==> config.mk <==
export PLATFORM = sky130hd
export DESIGN_NAME = flash_geom_ident
export DESIGN_NICKNAME = d
export VERILOG_FILES = /design/src/rtl/flash_geom_pkg.sv /design/src/rtl/flash_id_lookup.sv /design/src/rtl/flash_legacy_decode.sv /design/src/rtl/flash_geom_calc.sv /design/src/rtl/flash_id_seq.sv /design/src/rtl/flash_geom_ident.sv
export SDC_FILE = /design/constraint.sdc
export NUM_CORES = 1
export LEC_CHECK = 0
export BUFFER_PORTS_ARGS = -buffer_cell sky130_fd_sc_hd__buf_4
export CORE_MARGIN = 2
export CORE_UTILIZATION = 55
export DETAILED_ROUTE_END_ITERATION = 10
export HOLD_SLACK_MARGIN = 0.06
export PLACE_DENSITY = 0.78
export SKIP_LAST_GASP = 1
export SYNTH_ARGS = -nofsm -noshare
export SYNTH_HDL_FRONTEND = slang
export SYNTH_HIERARCHICAL = 1
export SYNTH_SLANG_ARGS = --single-unit
export TNS_END_PERCENT = 100
==> constraint.sdc <==
create_clock -name clk -period 4 [get_ports clk]
set_input_delay 0.2 -clock clk [delete_from_list [all_inputs] [get_ports clk]]
set_output_delay 0.2 -clock clk [all_outputs]
set_load 0.005 [all_outputs]
==> src/rtl/flash_geom_pkg.sv <==
package flash_geom_pkg;

    localparam int unsigned ID_W    = 24;
    localparam int unsigned ID_KEEP = 3;
    localparam int unsigned KEEP_W  = $clog2(ID_KEEP + 1);

    typedef enum logic [2:0] {
        S_BOOT    = 3'd0,
        S_ID_REQ  = 3'd1,
        S_ID_RX   = 3'd2,
        S_ID_EVAL = 3'd3,
        S_ST_REQ  = 3'd4,
        S_ST_RX   = 3'd5,
        S_ST_EVAL = 3'd6,
        S_DONE    = 3'd7
    } seq_state_e;

    // compact geometry code: page count and base page size as powers of two
    typedef struct packed {
        logic       hit;
        logic       dual;
        logic [3:0] pages_log2;
        logic [3:0] base_log2;
    } geom_code_t;

    typedef struct packed {
        seq_state_e        st;
        logic [KEEP_W-1:0] kept;
        logic [ID_W-1:0]   id;
        logic [7:0]        status;
        logic              jedec_path;
        geom_code_t        code;
        logic              pow2;
        logic              err_nodev;
        logic              err_unsup;
    } seq_regs_t;

endpackage

==> src/rtl/flash_id_lookup.sv <==
module flash_id_lookup
    import flash_geom_pkg::*;
(
    input  logic [ID_W-1:0] id_i,
    output geom_code_t      code_o
);

    typedef struct packed {
        logic [ID_W-1:0] id;
        logic            dual;
        logic [3:0]      pages_log2;
        logic [3:0]      base_log2;
    } id_entry_t;

    localparam int unsigned N_ENTRIES = 8;

    localparam id_entry_t TABLE [N_ENTRIES] = '{
        '{24'h1F2200, 1'b1, 4'd9,  4'd8},
        '{24'h1F2300, 1'b1, 4'd10, 4'd8},
        '{24'h1F2400, 1'b1, 4'd11, 4'd8},
        '{24'h1F2500, 1'b1, 4'd12, 4'd8},
        '{24'h1F2600, 1'b1, 4'd12, 4'd9},
        '{24'h1F2700, 1'b0, 4'd13, 4'd9},
        '{24'h1F2701, 1'b1, 4'd13, 4'd9},
        '{24'h1F2800, 1'b1, 4'd13, 4'd10}
    };

    always_comb begin
        code_o = '0;
        for (int i = 0; i < int'(N_ENTRIES); i++) begin
            if (!code_o.hit && id_i == TABLE[i].id) begin
                code_o.hit        = 1'b1;
                code_o.dual       = TABLE[i].dual;
                code_o.pages_log2 = TABLE[i].pages_log2;
                code_o.base_log2  = TABLE[i].base_log2;
            end
        end
    end

endmodule

==> src/rtl/flash_legacy_decode.sv <==
module flash_legacy_decode
    import flash_geom_pkg::*;
(
    input  logic [7:0] status_i,
    output logic       absent_o,
    output geom_code_t code_o
);

    logic [3:0] density;

    assign density  = status_i[5:2];
    assign absent_o = (status_i == 8'h00) || (status_i == 8'hFF);

    always_comb begin
        code_o      = '0;
        code_o.hit  = 1'b1;
        code_o.dual = 1'b0;
        unique case (density)
            4'd3:  begin code_o.pages_log2 = 4'd9;  code_o.base_log2 = 4'd8;  end
            4'd5:  begin code_o.pages_log2 = 4'd10; code_o.base_log2 = 4'd8;  end
            4'd7:  begin code_o.pages_log2 = 4'd11; code_o.base_log2 = 4'd8;  end
            4'd9:  begin code_o.pages_log2 = 4'd12; code_o.base_log2 = 4'd8;  end
            4'd11: begin code_o.pages_log2 = 4'd12; code_o.base_log2 = 4'd9;  end
            4'd13: begin code_o.pages_log2 = 4'd13; code_o.base_log2 = 4'd9;  end
            4'd14,
            4'd15: begin code_o.pages_log2 = 4'd13; code_o.base_log2 = 4'd10; end
            default: code_o = '0;
        endcase
    end

endmodule

==> src/rtl/flash_geom_calc.sv <==
module flash_geom_calc
    import flash_geom_pkg::*;
#(
    parameter int unsigned SIZE_W  = 11,
    parameter int unsigned SHIFT_W = 4,
    parameter int unsigned PAGES_W = 14,
    parameter int unsigned TOTAL_W = 24,
    parameter int unsigned SPARE_DIV_LOG2 = 5
) (
    input  logic               clk,
    input  logic               rst_n,
    input  logic               valid_i,
    input  logic               pow2_i,
    input  geom_code_t         code_i,
    output logic               pow2_o,
    output logic [SIZE_W-1:0]  page_size_o,
    output logic [SHIFT_W-1:0] page_shift_o,
    output logic [PAGES_W-1:0] page_count_o,
    output logic [TOTAL_W-1:0] total_bytes_o
);

    logic [SIZE_W-1:0] base_size;
    logic [SIZE_W-1:0] spare_size;
    logic [SIZE_W-1:0] size_raw;

    assign base_size  = SIZE_W'(1) << code_i.base_log2;
    assign spare_size = base_size >> SPARE_DIV_LOG2;
    assign size_raw   = pow2_i ? base_size : (base_size + spare_size);

    always_comb begin
        if (valid_i) begin
            pow2_o        = pow2_i;
            page_size_o   = size_raw;
            page_shift_o  = pow2_i ? SHIFT_W'(code_i.base_log2)
                                   : SHIFT_W'(code_i.base_log2) + SHIFT_W'(1);
            page_count_o  = PAGES_W'(1) << code_i.pages_log2;
            total_bytes_o = TOTAL_W'(size_raw) << code_i.pages_log2;
        end else begin
            pow2_o        = 1'b0;
            page_size_o   = '0;
            page_shift_o  = '0;
            page_count_o  = '0;
            total_bytes_o = '0;
        end
    end


    pow2_size_chk: assert property (@(posedge clk) disable iff (!rst_n)
        (valid_i && pow2_i) |-> ($countones(page_size_o) == 1));

endmodule

==> src/rtl/flash_id_seq.sv <==
module flash_id_seq
    import flash_geom_pkg::*;
#(
    parameter logic [7:0]  VENDOR_CODE = 8'h1F,
    parameter logic [7:0]  OP_ID       = 8'h9F,
    parameter logic [7:0]  OP_STATUS   = 8'hD7,
    parameter int unsigned ID_RD_BYTES = 5,
    parameter int unsigned LEN_W       = $clog2(ID_RD_BYTES + 1)
) (
    input  logic              clk,
    input  logic              rst_n,
    input  logic              start_i,
    output logic              cmd_valid_o,
    output logic [7:0]        cmd_opcode_o,
    output logic [LEN_W-1:0]  cmd_len_o,
    input  logic              cmd_ready_i,
    input  logic              rx_valid_i,
    input  logic [7:0]        rx_data_i,
    input  logic              cmd_done_i,
    input  geom_code_t        lookup_i,
    input  logic              legacy_absent_i,
    input  geom_code_t        legacy_i,
    output logic [ID_W-1:0]   id_o,
    output logic [7:0]        status_o,
    output logic              done_o,
    output logic              err_nodev_o,
    output logic              err_unsup_o,
    output logic              pow2_o,
    output geom_code_t        code_o
);

    seq_regs_t q, d;

    always_comb begin
        d = q;
        unique case (q.st)
            S_BOOT: d.st = S_ID_REQ;
            S_ID_REQ: begin
                if (cmd_ready_i) begin
                    d.st   = S_ID_RX;
                    d.kept = '0;
                    d.id   = '0;
                end
            end
            S_ID_RX: begin
                if (rx_valid_i && q.kept != KEEP_W'(ID_KEEP)) begin
                    d.id   = {q.id[ID_W-9:0], rx_data_i};
                    d.kept = q.kept + KEEP_W'(1);
                end
                if (cmd_done_i) d.st = S_ID_EVAL;
            end
            S_ID_EVAL: begin
                if (q.id[ID_W-1:ID_W-8] != VENDOR_CODE) begin
                    d.jedec_path = 1'b0;
                    d.st         = S_ST_REQ;
                end else if (!lookup_i.hit) begin
                    d.err_unsup = 1'b1;
                    d.st        = S_DONE;
                end else if (lookup_i.dual) begin
                    d.jedec_path = 1'b1;
                    d.st         = S_ST_REQ;
                end else begin
                    d.code = lookup_i;
                    d.pow2 = 1'b0;
                    d.st   = S_DONE;
                end
            end
            S_ST_REQ: begin
                if (cmd_ready_i) begin
                    d.st   = S_ST_RX;
                    d.kept = '0;
                end
            end
            S_ST_RX: begin
                if (rx_valid_i && q.kept == '0) begin
                    d.status = rx_data_i;
                    d.kept   = KEEP_W'(1);
                end
                if (cmd_done_i) d.st = S_ST_EVAL;
            end
            S_ST_EVAL: begin
                d.st = S_DONE;
                if (q.jedec_path) begin
                    d.code = lookup_i;
                    d.pow2 = q.status[0];
                end else if (legacy_absent_i) begin
                    d.err_nodev = 1'b1;
                end else if (!legacy_i.hit) begin
                    d.err_unsup = 1'b1;
                end else begin
                    d.code = legacy_i;
                    d.pow2 = 1'b0;
                end
            end
            S_DONE: begin
                if (start_i) begin
                    d.st         = S_ID_REQ;
                    d.err_nodev  = 1'b0;
                    d.err_unsup  = 1'b0;
                    d.code       = '0;
                    d.pow2       = 1'b0;
                    d.jedec_path = 1'b0;
                end
            end
            default: d.st = S_BOOT;
        endcase
    end

    always_ff @(posedge clk or negedge rst_n) begin
        if (!rst_n) q <= '0;
        else        q <= d;
    end

    assign cmd_valid_o  = (q.st == S_ID_REQ) || (q.st == S_ST_REQ);
    assign cmd_opcode_o = (q.st == S_ST_REQ) ? OP_STATUS : OP_ID;
    assign cmd_len_o    = (q.st == S_ST_REQ) ? LEN_W'(1) : LEN_W'(ID_RD_BYTES);
    assign id_o         = q.id;
    assign status_o     = q.status;
    assign done_o       = (q.st == S_DONE);
    assign err_nodev_o  = q.err_nodev;
    assign err_unsup_o  = q.err_unsup;
    assign pow2_o       = q.pow2;
    assign code_o       = q.code;


    req_hold_chk: assert property (@(posedge clk) disable iff (!rst_n)
        (cmd_valid_o && !cmd_ready_i) |=>
            (cmd_valid_o && $stable(cmd_opcode_o) && $stable(cmd_len_o)));


    one_err_chk: assert property (@(posedge clk) disable iff (!rst_n)
        $onehot0({err_nodev_o, err_unsup_o}));


    restart_chk: assert property (@(posedge clk) disable iff (!rst_n)
        (done_o && start_i) |=> (!done_o && cmd_valid_o && cmd_opcode_o == OP_ID));


    done_lat_chk: assert property (@(posedge clk) disable iff (!rst_n)
        $rose(done_o) |-> $past(cmd_done_i, 2));

endmodule

==> src/rtl/flash_geom_ident.sv <==
module flash_geom_ident
    import flash_geom_pkg::*;
#(
    parameter logic [7:0]  VENDOR_CODE = 8'h1F,
    parameter logic [7:0]  OP_ID       = 8'h9F,
    parameter logic [7:0]  OP_STATUS   = 8'hD7,
    parameter int unsigned ID_RD_BYTES = 5,
    parameter int unsigned SIZE_W      = 11,
    parameter int unsigned SHIFT_W     = 4,
    parameter int unsigned PAGES_W     = 14,
    parameter int unsigned TOTAL_W     = 24,
    localparam int unsigned LEN_W      = $clog2(ID_RD_BYTES + 1)
) (
    input  logic               clk,
    input  logic               rst_n,
    input  logic               start_i,
    output logic               cmd_valid_o,
    output logic [7:0]         cmd_opcode_o,
    output logic [LEN_W-1:0]   cmd_len_o,
    input  logic               cmd_ready_i,
    input  logic               rx_valid_i,
    input  logic [7:0]         rx_data_i,
    input  logic               cmd_done_i,
    output logic               done_o,
    output logic               err_nodev_o,
    output logic               err_unsup_o,
    output logic               pow2_o,
    output logic [SIZE_W-1:0]  page_size_o,
    output logic [SHIFT_W-1:0] page_shift_o,
    output logic [PAGES_W-1:0] page_count_o,
    output logic [TOTAL_W-1:0] total_bytes_o
);

    logic [ID_W-1:0] id_w;
    logic [7:0]      status_w;
    geom_code_t      lookup_w;
    geom_code_t      legacy_w;
    geom_code_t      code_w;
    logic            absent_w;
    logic            pow2_sel_w;
    logic            geom_ok_w;

    flash_id_lookup u_lookup (
        .id_i   (id_w),
        .code_o (lookup_w)
    );

    flash_legacy_decode u_legacy (
        .status_i (status_w),
        .absent_o (absent_w),
        .code_o   (legacy_w)
    );

    flash_id_seq #(
        .VENDOR_CODE (VENDOR_CODE),
        .OP_ID       (OP_ID),
        .OP_STATUS   (OP_STATUS),
        .ID_RD_BYTES (ID_RD_BYTES),
        .LEN_W       (LEN_W)
    ) u_seq (
        .clk             (clk),
        .rst_n           (rst_n),
        .start_i         (start_i),
        .cmd_valid_o     (cmd_valid_o),
        .cmd_opcode_o    (cmd_opcode_o),
        .cmd_len_o       (cmd_len_o),
        .cmd_ready_i     (cmd_ready_i),
        .rx_valid_i      (rx_valid_i),
        .rx_data_i       (rx_data_i),
        .cmd_done_i      (cmd_done_i),
        .lookup_i        (lookup_w),
        .legacy_absent_i (absent_w),
        .legacy_i        (legacy_w),
        .id_o            (id_w),
        .status_o        (status_w),
        .done_o          (done_o),
        .err_nodev_o     (err_nodev_o),
        .err_unsup_o     (err_unsup_o),
        .pow2_o          (pow2_sel_w),
        .code_o          (code_w)
    );

    assign geom_ok_w = done_o && !err_nodev_o && !err_unsup_o && code_w.hit;

    flash_geom_calc #(
        .SIZE_W  (SIZE_W),
        .SHIFT_W (SHIFT_W),
        .PAGES_W (PAGES_W),
        .TOTAL_W (TOTAL_W)
    ) u_calc (
        .clk           (clk),
        .rst_n         (rst_n),
        .valid_i       (geom_ok_w),
        .pow2_i        (pow2_sel_w),
        .code_i        (code_w),
        .pow2_o        (pow2_o),
        .page_size_o   (page_size_o),
        .page_shift_o  (page_shift_o),
        .page_count_o  (page_count_o),
        .total_bytes_o (total_bytes_o)
    );

endmodule

==> results by group, run 1 <==
Place
  • Gpl congestion: ~0.95
  • Pre-CTS WS: between 0.2 and 0.25 ns
  • Port buffer count: 74
  • Hpwl dp: around 9.3 mm

Worst setup path
  • Critical Path RT: ~3.8 ns
  • Critical Path Start Type: register
  • CP most frequent cell: ha_1
  • Buffers & Inverters on Critical Path: 1
  • Crit path capture type: primary output
  • Worst r2r src: u_seq/id_o[7]
  • Max FO, Critical Path: 8
  • Critical path arrival: 3.63 ns
  • Reg2reg end: u_seq/code_o[4]
  • Crit-path slowest cell: dfrtp_2
  • Cell family with most CP delay: compound AO/OA/AOI/OAI gates
  • R2R setup slack: between 0.8 and 0.9 ns
  • WS Path Type: reg -> out
  • Crit-path cells: ha_1 -> and3b_1 -> ha_1 -> fa_1 -> a21oi_4 -> a21oi_2 -> o2bb2ai_2 -> mux2_2 -> a2111o_1 -> o22ai_2 -> buf_4
  • Critical path's largest stage delay: about 0.46 ns
  • FF-to-FF path depth: 8

Global routing
  • GRT Overall Usage: approximately 25%
  • Number of global-route vias before repair: 4151
  • Pin count of the biggest net entering global routing: 51
  • Antenna violations before repair: 0
  • First-pass GRT wire length: about 20 mm
  • GRT overflow: 0

Clock network
  • H-tree levels: 2
  • Number of CTS-inserted buffers: 5
  • Clock transition at path regs: 0.10 ns
  • Post-CTS Setup Repair Bufs: 0
  • Maximum buffer depth of the clock tree: 2
  • Clk Latency, worst-skew pair: just over 0.3 ns
  • Clock sink count: 50
  • Clock root buffer: clkbuf_8
  • CTS tree: built

Run
  • Max Cap Violations: 0

Die
  • Initial Utilization: a little under three fifths
  • Row count: 34
  • Chip Width: approximately 97 um
  • Core area: between 8000 and 9000 um^2
  • Ports: 83
  • Die area: around 9500 um^2
  • Die Ht: 97.4 um

STA
  • Rel. slew slack: roughly half
  • Final Hold Fails: 0
  • Hold Slack: ~0.13 ns
  • Final worst setup slack: between 0.15 and 0.2 ns
  • Tmin final: between 3 and 4 ns
  • Final setup viols: 0
  • Slew at the pin closest to its max-slew limit: 0.740 ns
  • Period utilization: between 90% and 100%
  • RSZ-0062 raised after global routing: no
  • Setup Skew: 0.00846 ns
  • Sum Neg Setup Slack: 0 ns
  • Max-slew violation count: 0
  • FMAX: 261 MHz

Pwr
  • VDD IR max: around 0.42 mV
  • Leakage: between 2 and 2.5 nW
  • Pwr Density: a little under 500 nW/um^2

Min path
  • Hold Crit Endpoint: u_seq/err_unsup_o
  • Hold depth: 2
  • Worst Hold Launch: start_i
  • HP Class: in -> reg

Drt
  • Remaining antenna violation count: 0
  • DRT Pass-1 Iters: 4
  • Detailed Route WL: 12.4 mm
  • Wire length per cell: 17.0 um
  • # DRC: 0
  • Number of vias per cell: slightly above 6
  • Via Count: ~4.4k
  • Drt first-iter violations: between 150 and 200

Final layout
  • Final cell utilization of the core: approximately three fifths
  • Ant. Diodes: 0
  • Layout area overhead: 8.32%
  • Layout cells sized above 1: between 20% and 30%
  • Nets: between 600 and 700

Logic synthesis
  • Syn Area/Cell: 7.86 um^2
  • Synthesized cell area: between 4000 and 5000 um^2
  • Synth warn: 6
  • Syn Inst Count: 610

Outcome
  • Run status: complete, no violations
==> per-stage QoR <==
stage               total power, mW  area [um^2]  cells
floorplan                      1.97         4820    616
global placement               2.15         4990    718
detailed placement             2.17         4990    718
CTS                            2.49         5110    727
global route                   2.72         5190    727
finish                         2.53         5190    727
==> cell usage in the layout, fill, tap and decap left out, types with 5 or more instances in the layout <==
cell	n
inv_1	17
o211ai_1	6
nor3_1	9
o21ai_0	37
a211oi_1	9
nand3_1	7
nand2_1	84
buf_4	82
o21ai_1	5
nand2b_1	9
conb_1	10
nand3b_1	7
nand4b_1	7
nand4_1	8
a31oi_1	6
dfrtp_1	47
nor2_1	67
nor2b_1	5
a22o_1	7
nor4_1	8
clkbuf_8	5
o22ai_1	6
and3b_1	7
mux2_4	8
mux2_2	13
ha_1	10
a21oi_1	21
mux2i_1	7
==> routing by layer <==
metal  vias up  wire length [um]  track usage [%]
li1       2146                 -                -
met1      2123              5040             31.6
met2       152              6340             45.8
met3        28               597             2.23
met4         0               376             9.08
met5         -                 0                0
==> sequential cells by signal, summed over array words and instances (netlist names) <==
| signal | flops |
|---|---|
| u_seq/code_o | 9 |
| u_seq/err_nodev_o | 1 |
| u_seq/err_unsup_o | 1 |
| u_seq/id_o | 24 |
| u_seq/pow2_o | 1 |
| u_seq/q | 6 |
| u_seq/status_o | 8 |
==> worst max-delay path by stage <==
stage / startpoint / end / slack [ns] / depth (start not counted)
floorplan: u_seq/code_o[0] / total_bytes_o[15] / 0.70 / 11
global placement: u_seq/code_o[0] / total_bytes_o[15] / 0.33 / 12
detailed placement: u_seq/code_o[0] / total_bytes_o[15] / 0.24 / 12
CTS: u_seq/code_o[0] / total_bytes_o[15] / 0.006 / 12
global route: u_seq/code_o[3] / total_bytes_o[15] / 0.02 / 10
finish: u_seq/code_o[0] / total_bytes_o[15] / 0.17 / 11
==> where the power goes <==
| part | switching, mW | leakage (nW) | internal [mW] |
|---|---|---|---|
| registers | 0.241 | 0.658 | 0.627 |
| clock network | 0.179 | 0.0506 | 0.131 |
| logic | 0.756 | 1.43 | 0.592 |
| total | 1.18 | 2.14 | 1.35 |
==> area by class of cell <==
type,instances,area (um^2)
repair buffers,83,626
multi-input cells,460,3010
flip-flops and latches,50,1250
clock buffers,5,68.8
clock inverters,3,28.8
inverters,18,67.6
fillers,783,3400
well taps,108,135
==> what timing repair did <==
action,in CTS,in global routing
hold buffers,1,0
endpoints found under the hold margin,50,0
endpoints found under the setup margin,10,14
pin swaps,0,4
resized for setup,3,18
Power figures use the tool's default switching activity.
==> run 2, diff against run 1 <==
REMOVE_ABC_BUFFERS = 1   (was not set)
==> run 2 against run 1 <==
Against the previous run: core utilization grew 0.17 points; clock power is essentially flat; maximum frequency grew 0.61%; critical path depth grew 1; clock skew grew 0.0031 ns; count of clock-buffer cells in the layout is the same; wire length shrank 0.86%; flip-flop and latch count is the same; register-to-register slack lost 0.06 ns; sequential share of layout area shrank 0.070 points; via count is essentially flat.
==> results by group, run 2 (synthesis gave the netlist of run 1 again) <==
STA
  • FMAX: 263 MHz (was 261 MHz)
  • Rel. slew slack: 54.0% (was 50.7%)
  • RSZ-0062 raised after global routing: no (unchanged)
  • Hold Slack: 0.122 ns (was 0.132 ns)
  • Final setup viols: 0 (unchanged)
  • Period utilization: 95.1% (was 95.6%)
  • Sum Neg Setup Slack: 0 ns (unchanged)
  • Final Hold Fails: 0 (unchanged)
  • Final worst setup slack: 0.198 ns (was 0.174 ns)
  • Slew at the pin closest to its max-slew limit: 0.685 ns (was 0.740 ns)
  • Setup Skew: 0.0115 ns (was 0.00846 ns)
  • Tmin final: 3.80 ns (was 3.83 ns)
  • Max-slew violation count: 0 (unchanged)

Drt
  • Wire length per cell: 16.8 um (was 17.0 um)
  • Detailed Route WL: 12.3 mm (was 12.4 mm)
  • Number of vias per cell: 6.11 (was 6.12)
  • Remaining antenna violation count: 0 (unchanged)
  • # DRC: 0 (unchanged)
  • Drt first-iter violations: 366 (was 178)
  • Via Count: 4451 (was 4449)
  • DRT Pass-1 Iters: 5 (was 4)

Worst setup path
  • Worst r2r src: u_seq/id_o[7] (unchanged)
  • Critical Path RT: 3.80 ns (about the same)
  • Launch point of the critical path: u_seq/code_o[1] (was u_seq/code_o[0])
  • Critical path arrival: 3.60 ns (was 3.63 ns)
  • Critical path's largest stage delay: 0.44 ns (was 0.46 ns)
  • Max FO, Critical Path: 8 (unchanged)
  • Crit-path cells: inv_1 -> ha_1 -> and3b_1 -> ha_1 -> fa_1 -> a21oi_4 -> a21oi_2 -> o2bb2ai_2 -> mux2_2 -> a2111o_1 -> o22ai_2 -> buf_4 (was ha_1 -> and3b_1 -> ha_1 -> fa_1 -> a21oi_4 -> a21oi_2 -> o2bb2ai_2 -> mux2_2 -> a2111o_1 -> o22ai_2 -> buf_4)
  • CP most frequent cell: ha_1 (unchanged)
  • WS Path Type: reg -> out (unchanged)
  • Crit path capture type: primary output (unchanged)
  • Crit-path slowest cell: fa_1 (was dfrtp_2)
  • Critical Path Start Type: register (unchanged)

Final layout
  • Most common cell after layout, fill and taps aside: nand2_1 (unchanged)
  • Nets: 645 (was 644)
  • Ant. Diodes: 0 (unchanged)
  • Max reg flops: 24 (unchanged)
  • Final cell utilization of the core: 60.6% (was 60.5%)
  • Layout area overhead: 8.64% (was 8.32%)
  • Layout cells sized above 1: 24.5% (was 24.4%)
  • Fillers: 769 (was 783)
  • Commonest cells after routing, fill and taps aside: 84 x nand2_1, 83 x buf_4, 67 x nor2_1 (was 84 x nand2_1, 82 x buf_4, 67 x nor2_1)

Place
  • Port buffer count: 74 (unchanged)
  • Pre-CTS WS: 0.269 ns (was 0.236 ns)
  • Gpl congestion: 0.998 (was 0.949)
  • Hpwl dp: 9.16 mm (was 9.28 mm)

Min path
  • Worst Hold Launch: start_i (unchanged)
  • HP Class: in -> reg (unchanged)

Die
  • Die Ht: 97.4 um (unchanged)
  • Ports: 83 (unchanged)
  • Die area: 9480 um^2 (unchanged)
  • Chip Width: 97.4 um (unchanged)
  • Core area: 8590 um^2 (unchanged)
  • Initial Utilization: 55.8% (unchanged)
  • Row count: 34 (unchanged)

Outcome
  • Run status: complete, no violations (unchanged)

Pwr
  • Pwr Density: 482 nW/um^2 (was 486 nW/um^2)
  • Total power: 2.51 mW (was 2.53 mW)
  • VDD IR max: 0.568 mV (was 0.418 mV)
  • Leakage: 2.14 nW (about the same)

Global routing
  • Antenna violations before repair: 0 (unchanged)
  • GRT overflow: 0 (unchanged)
  • GRT Overall Usage: 25.6% (was 25.4%)
  • Pin count of the biggest net entering global routing: 51 (unchanged)
  • Number of global-route vias before repair: 4338 (was 4151)
  • First-pass GRT wire length: 20.6 mm (was 20.2 mm)

Clock network
  • Number of CTS-inserted buffers: 5 (unchanged)
  • H-tree levels: 2 (unchanged)
  • Clock root buffer: clkbuf_8 (unchanged)
  • Clock sink count: 50 (unchanged)
  • Clock transition at path regs: 0.10 ns (about the same)
  • Maximum buffer depth of the clock tree: 2 (unchanged)
  • CTS tree: built (unchanged)
  • Clk Latency, worst-skew pair: 0.31 ns (about the same)

Run
  • Max Cap Violations: 0 (unchanged)
[run 2: per-stage QoR]
step	area, um^2	instances
2_1_floorplan	4240	528
3_3_place_gp	4990	717
3_5_place_dp	4990	717
4_1_cts	5110	726
5_1_grt	5210	728
6_report	5210	728
[run 2: repair_timing]
item,CTS,global route
setup endpoints to repair,11,17
setup buffers,0,2
hold buffers,1,0
resized for setup,3,18
endpoints found under the hold margin,50,0
[run 2: worst paths after layout]
| kind | endpoint | slack (ns) | cells past startpoint |
|---|---|---|---|
| worst max-delay path | total_bytes_o[15] | 0.20 | 12 |
| worst max register to register | u_seq/code_o[1] | 0.83 | 8 |
| worst min-delay path | u_seq/err_unsup_o | 0.12 | 2 |
| worst min register to register | u_seq/id_o[20] | 0.51 | 2 |
| min in group asynchronous | u_seq/id_o[7] | 0.43 | 2 |
| max in group asynchronous | u_seq/code_o[2] | 3.12 | 2 |
[run 2: power by group]
| part | internal [mW] | total, mW | switching (mW) | leakage [nW] |
|---|---|---|---|---|
| Clock | 0.130 | 0.313 | 0.183 | 0.0502 |
| Sequential | 0.627 | 0.879 | 0.253 | 0.658 |
| Combinational | 0.586 | 1.32 | 0.735 | 1.44 |
[run 2: critical path: cells and delay by family, from the launching register on]
family,cells,cell delay (ns)
muxes,1,0.28
adders and majority gates,3,0.95
buffers and inverters,2,0.21
DFF,1,0.43
and+or+nand+nor,1,0.25
AOI/OAI and AO/OA,5,1.15
[run 2: routing by layer]
layer	vias to the layer above	wire length [um]	GRT usage (%)
met1	2093	4940	32.0
met4	0	278	8.23
met5	-	0	0
met2	190	6200	45.7
li1	2144	-	-
met3	24	832	3.24
[run 2: cell type report]
class                      instances  area, um^2  area share, %
inverter                          18        67.6           1.30
tap                              108         135           2.59
multi-input combinational        460        3020           58.0
clock inverter                     3        28.8          0.552
clock buffer                       5        68.8           1.32
timing repair buffer              84         633           12.2
sequential                        50        1250           24.1
==> run 3, diff against run 2 <==
CORE_UTILIZATION = 40   (was 55)
PLACE_DENSITY = not set   (was 0.78)
==> run 3 against run 2 <==
Against the previous run: sequential share of layout area down 0.30 points; register-to-register slack better by 0.10 ns; combinational power about the same; non-clock buffer count down 1; cell area up 1.2%; final cell count up 4.7%; flip-flop and latch count unchanged; count of clock-buffer cells in the layout unchanged; largest cell class unchanged.
==> results by group, run 3 (synthesis gave the netlist of run 1 again) <==
Final layout
  • Most common cell after layout, fill and taps aside: nand2_1 (unchanged)
  • Layout area overhead: 9.91% (was 8.64%)
  • Fillers: 1158 (was 769)
  • Max reg flops: 24 (unchanged)
  • Multi-input logic area: 2970 um^2 (was 3020 um^2)
  • Layout cells sized above 1: 23.6% (was 24.5%)
  • Ant. Diodes: 0 (unchanged)
  • Final Non-Filler Cells: 762 (was 728)
  • FF/Latch Area: 1250 um^2 (about the same)
  • Commonest cells after routing, fill and taps aside: 84 x nand2_1, 82 x buf_4, 67 x nor2_1 (was 84 x nand2_1, 83 x buf_4, 67 x nor2_1)
  • Nets: 644 (was 645)

Pwr
  • Net switching power figure: 1.19 mW (was 1.17 mW)
  • Int Power: 1.50 mW (was 1.34 mW)
  • Part of the power in combinational logic: 49.6% (was 52.6%)
  • Pwr Density: 511 nW/um^2 (was 482 nW/um^2)
  • Reg power frac: 31.9% (was 35.0%)
  • Sw Ratio: 44.2% (was 46.6%)
  • VDD IR max: 0.469 mV (was 0.568 mV)
  • Leakage: 2.17 nW (was 2.14 nW)
  • Clk pwr share: 18.5% (was 12.4%)

Place
  • Hpwl dp: 9.60 mm (was 9.16 mm)
  • Port buffer count: 74 (unchanged)
  • Cell count after placement: 753 (was 717)
  • Pre-CTS WS: 0.240 ns (was 0.269 ns)
  • Gpl congestion: 0.945 (was 0.998)

Die
  • Core area: 11600 um^2 (was 8590 um^2)
  • Initial Utilization: 41.5% (was 55.8%)
  • Chip Width: 113 um (was 97.4 um)
  • Die area: 12900 um^2 (was 9480 um^2)
  • Die Ht: 113 um (was 97.4 um)
  • Ports: 83 (unchanged)
  • Row count: 39 (was 34)

Drt
  • Via Count: 4460 (was 4451)
  • DRT Pass-1 Iters: 5 (unchanged)
  • Wire length per cell: 16.9 um (was 16.8 um)
  • Drt first-iter violations: 280 (was 366)
  • Met2 wire len: 6.22 mm (was 6.20 mm)
  • WL met3: 682 um (was 832 um)
  • Detailed Route WL: 12.9 mm (was 12.3 mm)
  • Number of vias per cell: 5.85 (was 6.11)
  • # DRC: 0 (unchanged)
  • Max layer used: met4 (unchanged)
  • Remaining antenna violation count: 0 (unchanged)
  • Metal-1 WL: 5.51 mm (was 4.94 mm)

Worst setup path
  • Critical Path RT: 3.80 ns (about the same)
  • Critical path arrival: 3.67 ns (was 3.60 ns)
  • Critical Path Start Type: register (unchanged)
  • Buffers & Inverters on Critical Path: 2 (unchanged)
  • Crit path capture type: primary output (unchanged)
  • Max FO, Critical Path: 8 (unchanged)
  • WS Path Type: reg -> out (unchanged)
  • Critical path's largest stage delay: 0.45 ns (was 0.44 ns)
  • Cell family with most CP delay: compound AO/OA/AOI/OAI gates (unchanged)
  • Crit-path slowest cell: a2111o_1 (was fa_1)
  • Crit-path cells: inv_1 -> ha_1 -> and3b_1 -> ha_1 -> fa_1 -> a21oi_2 -> a21oi_2 -> o2bb2ai_2 -> mux2_2 -> a2111o_1 -> o22ai_2 -> buf_4 (was inv_1 -> ha_1 -> and3b_1 -> ha_1 -> fa_1 -> a21oi_4 -> a21oi_2 -> o2bb2ai_2 -> mux2_2 -> a2111o_1 -> o22ai_2 -> buf_4)

Clock network
  • Clock sink count: 50 (unchanged)
  • Post-CTS Setup Repair Bufs: 0 (unchanged)
  • H-tree levels: 2 (unchanged)
  • Number of CTS-inserted buffers: 5 (unchanged)
  • Maximum buffer depth of the clock tree: 2 (unchanged)
  • CTS tree: built (unchanged)
  • Clock root buffer: clkbuf_16 (was clkbuf_8)
  • Clk Latency, worst-skew pair: 0.30 ns (was 0.31 ns)
  • Clock transition at path regs: 0.07 ns (was 0.10 ns)

Min path
  • HP Class: in -> reg (unchanged)

STA
  • Max-slew violation count: 0 (unchanged)
  • Period utilization: 96.9% (was 95.1%)
  • Final Hold Fails: 0 (unchanged)
  • Final worst setup slack: 0.126 ns (was 0.198 ns)
  • Tmin final: 3.87 ns (was 3.80 ns)
  • Rel. slew slack: 47.5% (was 54.0%)
  • Sum Neg Setup Slack: 0 ns (unchanged)
  • RSZ-0062 raised after global routing: yes (was no)
  • Final setup viols: 0 (unchanged)
  • Setup Skew: 0.00695 ns (was 0.0115 ns)
  • FMAX: 258 MHz (was 263 MHz)
  • Slew at the pin closest to its max-slew limit: 0.766 ns (was 0.685 ns)

Outcome
  • Run status: complete, no violations (unchanged)

Global routing
  • Number of global-route vias before repair: 4202 (was 4338)
  • Pin count of the biggest net entering global routing: 51 (unchanged)
  • GRT Overall Usage: 20.0% (was 25.6%)
  • First-pass GRT wire length: 21.2 mm (was 20.6 mm)
  • GRT overflow: 0 (unchanged)
  • Antenna violations before repair: 0 (unchanged)

Run
  • Max Cap Violations: 0 (unchanged)
==> run 3: area by class of cell <==
type / count / share of cell area (%)
well taps: 143 / 3.39
clock inverters: 3 / 0.926
inverters: 18 / 1.28
repair buffers: 83 / 11.9
flip-flops and latches: 50 / 23.8
multi-input cells: 460 / 56.4
clock buffers: 5 / 2.37
==> run 3: path summary, 6_finish.rpt <==
check | from | to | slack, ns | depth (start not counted)
max | u_seq/code_o[1] | total_bytes_o[15] | 0.13 | 12
min | rx_data_i[4] | u_seq/status_o[4] | 0.14 | 2
max in group asynchronous | rst_n | u_seq/code_o[2] | 3.07 | 2
max reg2reg | u_seq/id_o[7] | u_seq/code_o[2] | 0.93 | 8
min reg2reg | u_seq/id_o[20] | u_seq/id_o[20] | 0.51 | 2
min in group asynchronous | rst_n | u_seq/id_o[15] | 0.47 | 2
==> run 3: worst reg2reg max path: stages (launching register included) <==
cell      delay, ns
dfrtp_1        0.40
or4_4          0.56
nor3_4         0.27
nand4_1        0.20
nand2_1        0.27
inv_1          0.10
o311ai_0       0.33
o2111a_2       0.48
mux2_4         0.34
==> run 3: metrics by stage <==
stage / area (um^2) / power, mW / utilization [%] / hold WS, ns
after detailed placement: 5040 / 2.16 / 43.6 / 0.267
after CTS: 5230 / 2.67 / 45.2 / 0.133
final: 5270 / 2.69 / 45.6 / 0.141
after global routing: 5270 / 2.90 / 45.6 / 0.134
after floorplan: 4240 / 1.72 / - / -0.0956
after global placement: 5040 / 2.16 / 43.6 / 0.263
==> run 3: what timing repair did <==
| action | 4_1_cts | 5_1_grt |
|---|---|---|
| pin swaps | 0 | 0 |
| gates resized for setup | 2 | 10 |
| hold buffers | 1 | 0 |
| cloned | 0 | 0 |
| setup endpoints to repair | 4 | 16 |
| hold endpoints to repair | 50 | 0 |
==> run 3: power groups by stage <==
stage               clock network (mW)  registers (mW)  logic (mW)
finish                           0.498           0.860        1.33
global placement                     0           0.851        1.31
floorplan                            0           0.821       0.902
detailed placement                   0           0.862        1.30
CTS                              0.510           0.853        1.31
global route                     0.527           0.894        1.47
==> run 3: per-layer routing <==
metal  global-route usage [%]  vias to the layer above
li1                         -                     2142
met1                     26.5                     2124
met2                     33.3                      157
met3                     2.60                       37
met4                     7.72                        0
met5                        0                        -
